**src/rtl/afg_pkg.sv**
```systemverilog
package afg_pkg;
  localparam int unsigned ADDR_W = 12;
  localparam int unsigned DATA_W = 32;
  localparam int unsigned AF_W   = 8;

  localparam logic [DATA_W-1:0] UNLOCK_KEY = 32'h0ACC_E551;

  localparam logic [ADDR_W-1:0] OFS_ALTFN  = 12'h420;
  localparam logic [ADDR_W-1:0] OFS_LOCK   = 12'h520;
  localparam logic [ADDR_W-1:0] OFS_COMMIT = 12'h524;

  typedef struct packed {
    logic lock;
    logic commit;
    logic altfn;
  } wr_sel_t;
endpackage

```
**src/rtl/afg_lock.sv**
```systemverilog
module afg_lock #(
  parameter int unsigned DATA_W = 32,
  parameter logic [DATA_W-1:0] KEY = 32'h0ACC_E551
) (
  input  logic              clk,
  input  logic              rst_n,
  input  logic              wr_lock,
  input  logic [DATA_W-1:0] wdata,
  output logic              locked
);
  logic lock_q, lock_d, lock_ce;

  always_comb begin
    lock_ce = wr_lock;
    lock_d  = (wdata != KEY);
  end

  always_ff @(posedge clk or negedge rst_n) begin
    if (!rst_n)       lock_q <= 1'b1;
    else if (lock_ce) lock_q <= lock_d;
  end

  assign locked = lock_q;

  AST_KEY_OPENS: assert property (@(posedge clk) disable iff (!rst_n)
    (wr_lock && wdata == KEY) |=> !locked);
  AST_OTHER_CLOSES: assert property (@(posedge clk) disable iff (!rst_n)
    (wr_lock && wdata != KEY) |=> locked);
  AST_LOCK_HOLDS: assert property (@(posedge clk) disable iff (!rst_n)
    !wr_lock |=> $stable(locked));
endmodule

```
**src/rtl/afg_commit.sv**
```systemverilog
module afg_commit #(
  parameter int unsigned AF_W = 8
) (
  input  logic            clk,
  input  logic            rst_n,
  input  logic            wr_commit,
  input  logic            locked,
  input  logic [AF_W-1:0] wdata,
  output logic [AF_W-1:0] commit
);
  logic [AF_W-1:0] cm_q, cm_d;
  logic            cm_ce;

  always_comb begin
    cm_ce = wr_commit & ~locked;
    cm_d  = wdata;
  end

  always_ff @(posedge clk or negedge rst_n) begin
    if (!rst_n)     cm_q <= '1;
    else if (cm_ce) cm_q <= cm_d;
  end

  assign commit = cm_q;

  AST_COMMIT_FROZEN: assert property (@(posedge clk) disable iff (!rst_n)
    locked |=> $stable(commit));
  AST_COMMIT_IDLE: assert property (@(posedge clk) disable iff (!rst_n)
    !wr_commit |=> $stable(commit));
endmodule

```
**src/rtl/afg_altfn.sv**
```systemverilog
module afg_altfn #(
  parameter int unsigned AF_W = 8
) (
  input  logic            clk,
  input  logic            rst_n,
  input  logic            wr_af,
  input  logic [AF_W-1:0] mask,
  input  logic [AF_W-1:0] wdata,
  output logic [AF_W-1:0] af
);
  logic [AF_W-1:0] af_q, af_d;
  logic            af_ce;

  always_comb begin
    af_ce = wr_af;
    af_d  = af_q;
    for (int i = 0; i < int'(AF_W); i++) begin
      if (mask[i]) af_d[i] = wdata[i];
    end
  end

  always_ff @(posedge clk or negedge rst_n) begin
    if (!rst_n)     af_q <= '0;
    else if (af_ce) af_q <= af_d;
  end

  assign af = af_q;

  AST_UNMASKED_KEEP: assert property (@(posedge clk) disable iff (!rst_n)
    wr_af |=> (((af ^ $past(af)) & ~$past(mask)) == '0));
  AST_AF_IDLE: assert property (@(posedge clk) disable iff (!rst_n)
    !wr_af |=> $stable(af));
endmodule

```
**src/rtl/afg_rdmux.sv**
```systemverilog
module afg_rdmux
  import afg_pkg::*;
#(
  parameter int unsigned AW   = 12,
  parameter int unsigned DW   = 32,
  parameter int unsigned AFW  = 8
) (
  input  logic [AW-1:0]  addr,
  input  logic           locked,
  input  logic [AFW-1:0] commit,
  input  logic [AFW-1:0] af,
  output logic [DW-1:0]  rdata
);
  always_comb begin
    rdata = '0;
    unique case (addr)
      OFS_LOCK:   rdata[0]       = locked;
      OFS_COMMIT: rdata[AFW-1:0] = commit;
      OFS_ALTFN:  rdata[AFW-1:0] = af;
      default:    rdata          = '0;
    endcase
  end
endmodule

```
**src/rtl/afg_guard.sv**
```systemverilog
module afg_guard
  import afg_pkg::*;
(
  input  logic              clk,
  input  logic              rst_n,
  input  logic              bus_wr,
  input  logic [ADDR_W-1:0] bus_addr,
  input  logic [DATA_W-1:0] bus_wdata,
  output logic [DATA_W-1:0] bus_rdata,
  output logic [AF_W-1:0]   af_sel_o
);
  logic [1:0]      rst_sync_q;
  logic            rst_int_n;
  wr_sel_t         wsel;
  logic            locked;
  logic [AF_W-1:0] commit;
  logic [AF_W-1:0] af;

  always_ff @(posedge clk or negedge rst_n) begin
    if (!rst_n) rst_sync_q <= 2'b00;
    else        rst_sync_q <= {rst_sync_q[0], 1'b1};
  end
  assign rst_int_n = rst_sync_q[1];

  always_comb begin
    wsel.lock   = bus_wr && (bus_addr == OFS_LOCK);
    wsel.commit = bus_wr && (bus_addr == OFS_COMMIT);
    wsel.altfn  = bus_wr && (bus_addr == OFS_ALTFN);
  end

  afg_lock #(.DATA_W(DATA_W), .KEY(UNLOCK_KEY)) u_lock (
    .clk(clk), .rst_n(rst_int_n), .wr_lock(wsel.lock),
    .wdata(bus_wdata), .locked(locked));

  afg_commit #(.AF_W(AF_W)) u_commit (
    .clk(clk), .rst_n(rst_int_n), .wr_commit(wsel.commit), .locked(locked),
    .wdata(bus_wdata[AF_W-1:0]), .commit(commit));

  afg_altfn #(.AF_W(AF_W)) u_altfn (
    .clk(clk), .rst_n(rst_int_n), .wr_af(wsel.altfn), .mask(commit),
    .wdata(bus_wdata[AF_W-1:0]), .af(af));

  afg_rdmux #(.AW(ADDR_W), .DW(DATA_W), .AFW(AF_W)) u_rdmux (
    .addr(bus_addr), .locked(locked), .commit(commit), .af(af),
    .rdata(bus_rdata));

  assign af_sel_o = af;

  AST_SEL_ONEHOT: assert property (@(posedge clk) disable iff (!rst_int_n)
    $onehot0({wsel.lock, wsel.commit, wsel.altfn}));
endmodule

```
**config.mk**
```make
export PLATFORM = sky130hd
export DESIGN_NAME = afg_guard
export DESIGN_NICKNAME = d
export VERILOG_FILES = /design/src/rtl/afg_pkg.sv /design/src/rtl/afg_lock.sv /design/src/rtl/afg_commit.sv /design/src/rtl/afg_altfn.sv /design/src/rtl/afg_rdmux.sv /design/src/rtl/afg_guard.sv
export SDC_FILE = /design/constraint.sdc
export NUM_CORES = 1
export LEC_CHECK = 0
export ABC_AREA = 1
export CORE_ASPECT_RATIO = 0.9
export CORE_MARGIN = 2
export CORE_UTILIZATION = 40
export DETAILED_ROUTE_END_ITERATION = 10
export PLACE_DENSITY_LB_ADDON = 0.05
export SYNTH_ARGS = -nofsm -noshare
export SYNTH_HDL_FRONTEND = slang
export SYNTH_HIERARCHICAL = 1
export SYNTH_SLANG_ARGS = --single-unit
```
**constraint.sdc**
```tcl
create_clock -name clk -period 1.99 [get_ports clk]
set_input_delay 0.398 -clock clk [delete_from_list [all_inputs] [get_ports clk]]
set_output_delay 0.398 -clock clk [all_outputs]
set_load 0.01 [all_outputs]
```
==> results.cfg <==
[critical_path]
worstPathArrival_ns = 1.52
crit_fanout = 3
path_class = primary input to output port
end_kind = output port
critPathRequiredTime_ns = 1.59
ff2ff_setup_slack_ns = 1.06
rr_startpoint = u_lock/locked$_DFFE_PN1P_
r2r-end = u_commit/commit[2]$_DFFE_PN1P_
r2r_cells = 4
cp-start-kind = primary input

[timing]
fin_crit_sh_pct = 96.4
min_period_ns = 1.92
slew_headroom_pct = 54.5
tns_ns = 0
setup_violations = 0
rsz0062_at_grt = false
slew_viol_final = 0
fmax_mhz = 521
worstMarginPinSlew_ns = 0.683
worst_slack_ns = 0.0722
clock_skew_ns = 0.00389
hold_viol = 0

[clocking]
cts_num_sinks = 19
clk_pin_slew_ns = 0.06
h-tree-depth = 1
numCtsBuffers = 3
cts_tree = yes
root_buffer = clkbuf_8
clockBufferDepth = 2
insertion_delay_ns = 0.26
hold_buffers = 0

[global_route]
grt_overflow_total = 0
antenna_found_initial = 0
track_usage_pct = 17.8
first_global_vias = 1290
grt_first_pass_wirelength_microns = 5770
grt_max_degree = 18

[synthesis]
postSynthAreaPerCell_sq_um = 6.59
synth-simple-area-share_pct = 44.6
synth_mux_area_share_pct = 0
synth_top_family_by_area = simple AND/OR/NAND/NOR gates
synth-seq-cells = 19
seq_area_frac_synth_pct = 32.1
synth-compound-area-share_pct = 0
synth_cell_types = 17
synth-xor-area-share_pct = 0
netlist_area_sq_um = 1520
synthesis.yosys.warnings = 6
syn_inst = 230
synth_fa_ha_area_share_pct = 0

[die]
start_util_pct = 41.2
boundaryPins = 87
row_count = 21
die_w_microns = 68.9
core_sq_um = 3680
die_h_microns = 62.4
dieArea_sq_um = 4300

[detailed_routing]
wl_per_cell_microns = 10.2
drtIter0Drc = 104
vias = 1597
dr.pass1.iters = 4
ant_nets = 0
drt_wl_total_microns = 3660
drc_errors = 0
viasPerCell = 4.44

[cells_and_area]
antenna_cells = 0
syn2layout_area_growth_pct = 50.9
fin_area_sq_um = 2290
layout_commonest_cell = nand2_1
fin_cells = 360
fin_nets = 362
final_cell_mix = 78 x nand2_1, 42 x clkdlybuf4s50_1, 32 x inv_1, 29 x nand3_1, 25 x conb_1
fillCellCount = 361
drive_gt1_share_pct = 20.1

[place]
place_area_sq_um = 2140
gp_congestion = 0.806
post-place-ws_ns = -0.493
port_buffers = 62
hpwl_microns = 2710
dp_cells = 343

[run_status]
status = complete, no violations

[flow_run]
drv_cap = 0

[power_and_ir_drop]
leakage_nw = 1.19
ir_worst_vdd_v = 0.000397
fin_total_pwr_w = 0.000841
p_per_area_nw_per_um2 = 367

[min_path]
hold_class = flop to async pin
critical path, stage by stage:
cell	delay [ns]
dlygate4sd2_1	0.25
nor2_2	0.15
nand2_2	0.11
nor2_4	0.12
buf_4	0.13
nand3_1	0.06
nand2_1	0.07
clkdlybuf4s15_2	0.21
layout make-up:
class | instances | area (sq um) | share of cell area (%)
clock buffers | 4 | 45.0 | 1.97
inverters | 33 | 124 | 5.41
multi-input cells | 175 | 806 | 35.2
flip-flops and latches | 19 | 487 | 21.3
well taps | 46 | 57.6 | 2.52
repair buffers | 83 | 769 | 33.6
cells in the mapped netlist, drive strengths merged:
master | number | area (sq um)
buf | 27 | 223
conb | 2 | 7.51
dfrtp | 10 | 250
dfstp | 9 | 236
inv | 33 | 124
nand2 | 84 | 330
nand3 | 35 | 195
nand4 | 3 | 18.8
nor2 | 27 | 131
power breakdown:
group	switching, W	internal (W)	leakage (nW)
Sequential	0.00000767	0.000391	0.228
Clock	0.000126	0.000143	0.0228
Combinational	0.0000778	0.0000964	0.934
Total	0.000211	0.000630	1.19
cell families after synthesis:
logic type,count (synthesis)
AND/OR/NAND/NOR,149
buffers and inverters,60
flip-flops,19
other,2
worst max path at each step:
stage / startpoint / end / cells past startpoint
after floorplan: bus_addr[7] / bus_rdata[0] / 5
after global placement: bus_addr[1] / bus_rdata[4] / 7
after detailed placement: bus_addr[1] / bus_rdata[4] / 7
after CTS: bus_addr[11] / bus_rdata[3] / 8
after global routing: bus_addr[11] / bus_rdata[3] / 8
final: bus_addr[0] / bus_rdata[3] / 8
per-layer routing:
metal | GRT usage [%] | share of wire, % | up-vias
met5 | 0 | 0 | -
met4 | 6.37 | 1.5 | 0
met3 | 3.42 | 6.2 | 6
met2 | 28.7 | 48 | 60
met1 | 23.5 | 44 | 709
li1 | - | - | 822
flip-flops by register name (all words and copies together) (netlist names):
register and count:
u_altfn/af 8, u_commit/commit 8, rst_sync_q 2, u_lock/locked 1
through the flow:
step	util, %	hold slack, ns
2_1_floorplan	-	0.102
3_3_place_gp	58.1	0.314
3_5_place_dp	58.1	0.300
4_1_cts	62.2	0.288
5_1_grt	62.2	0.291
6_report	62.2	0.281
what timing repair did:
action	CTS	global route
gates cloned	1	0
endpoints found under the setup margin	8	3
gates resized for setup	53	0
buffers inserted	12	0
pin swaps	13	1
Note: power is estimated with default switching activity, not from simulation.
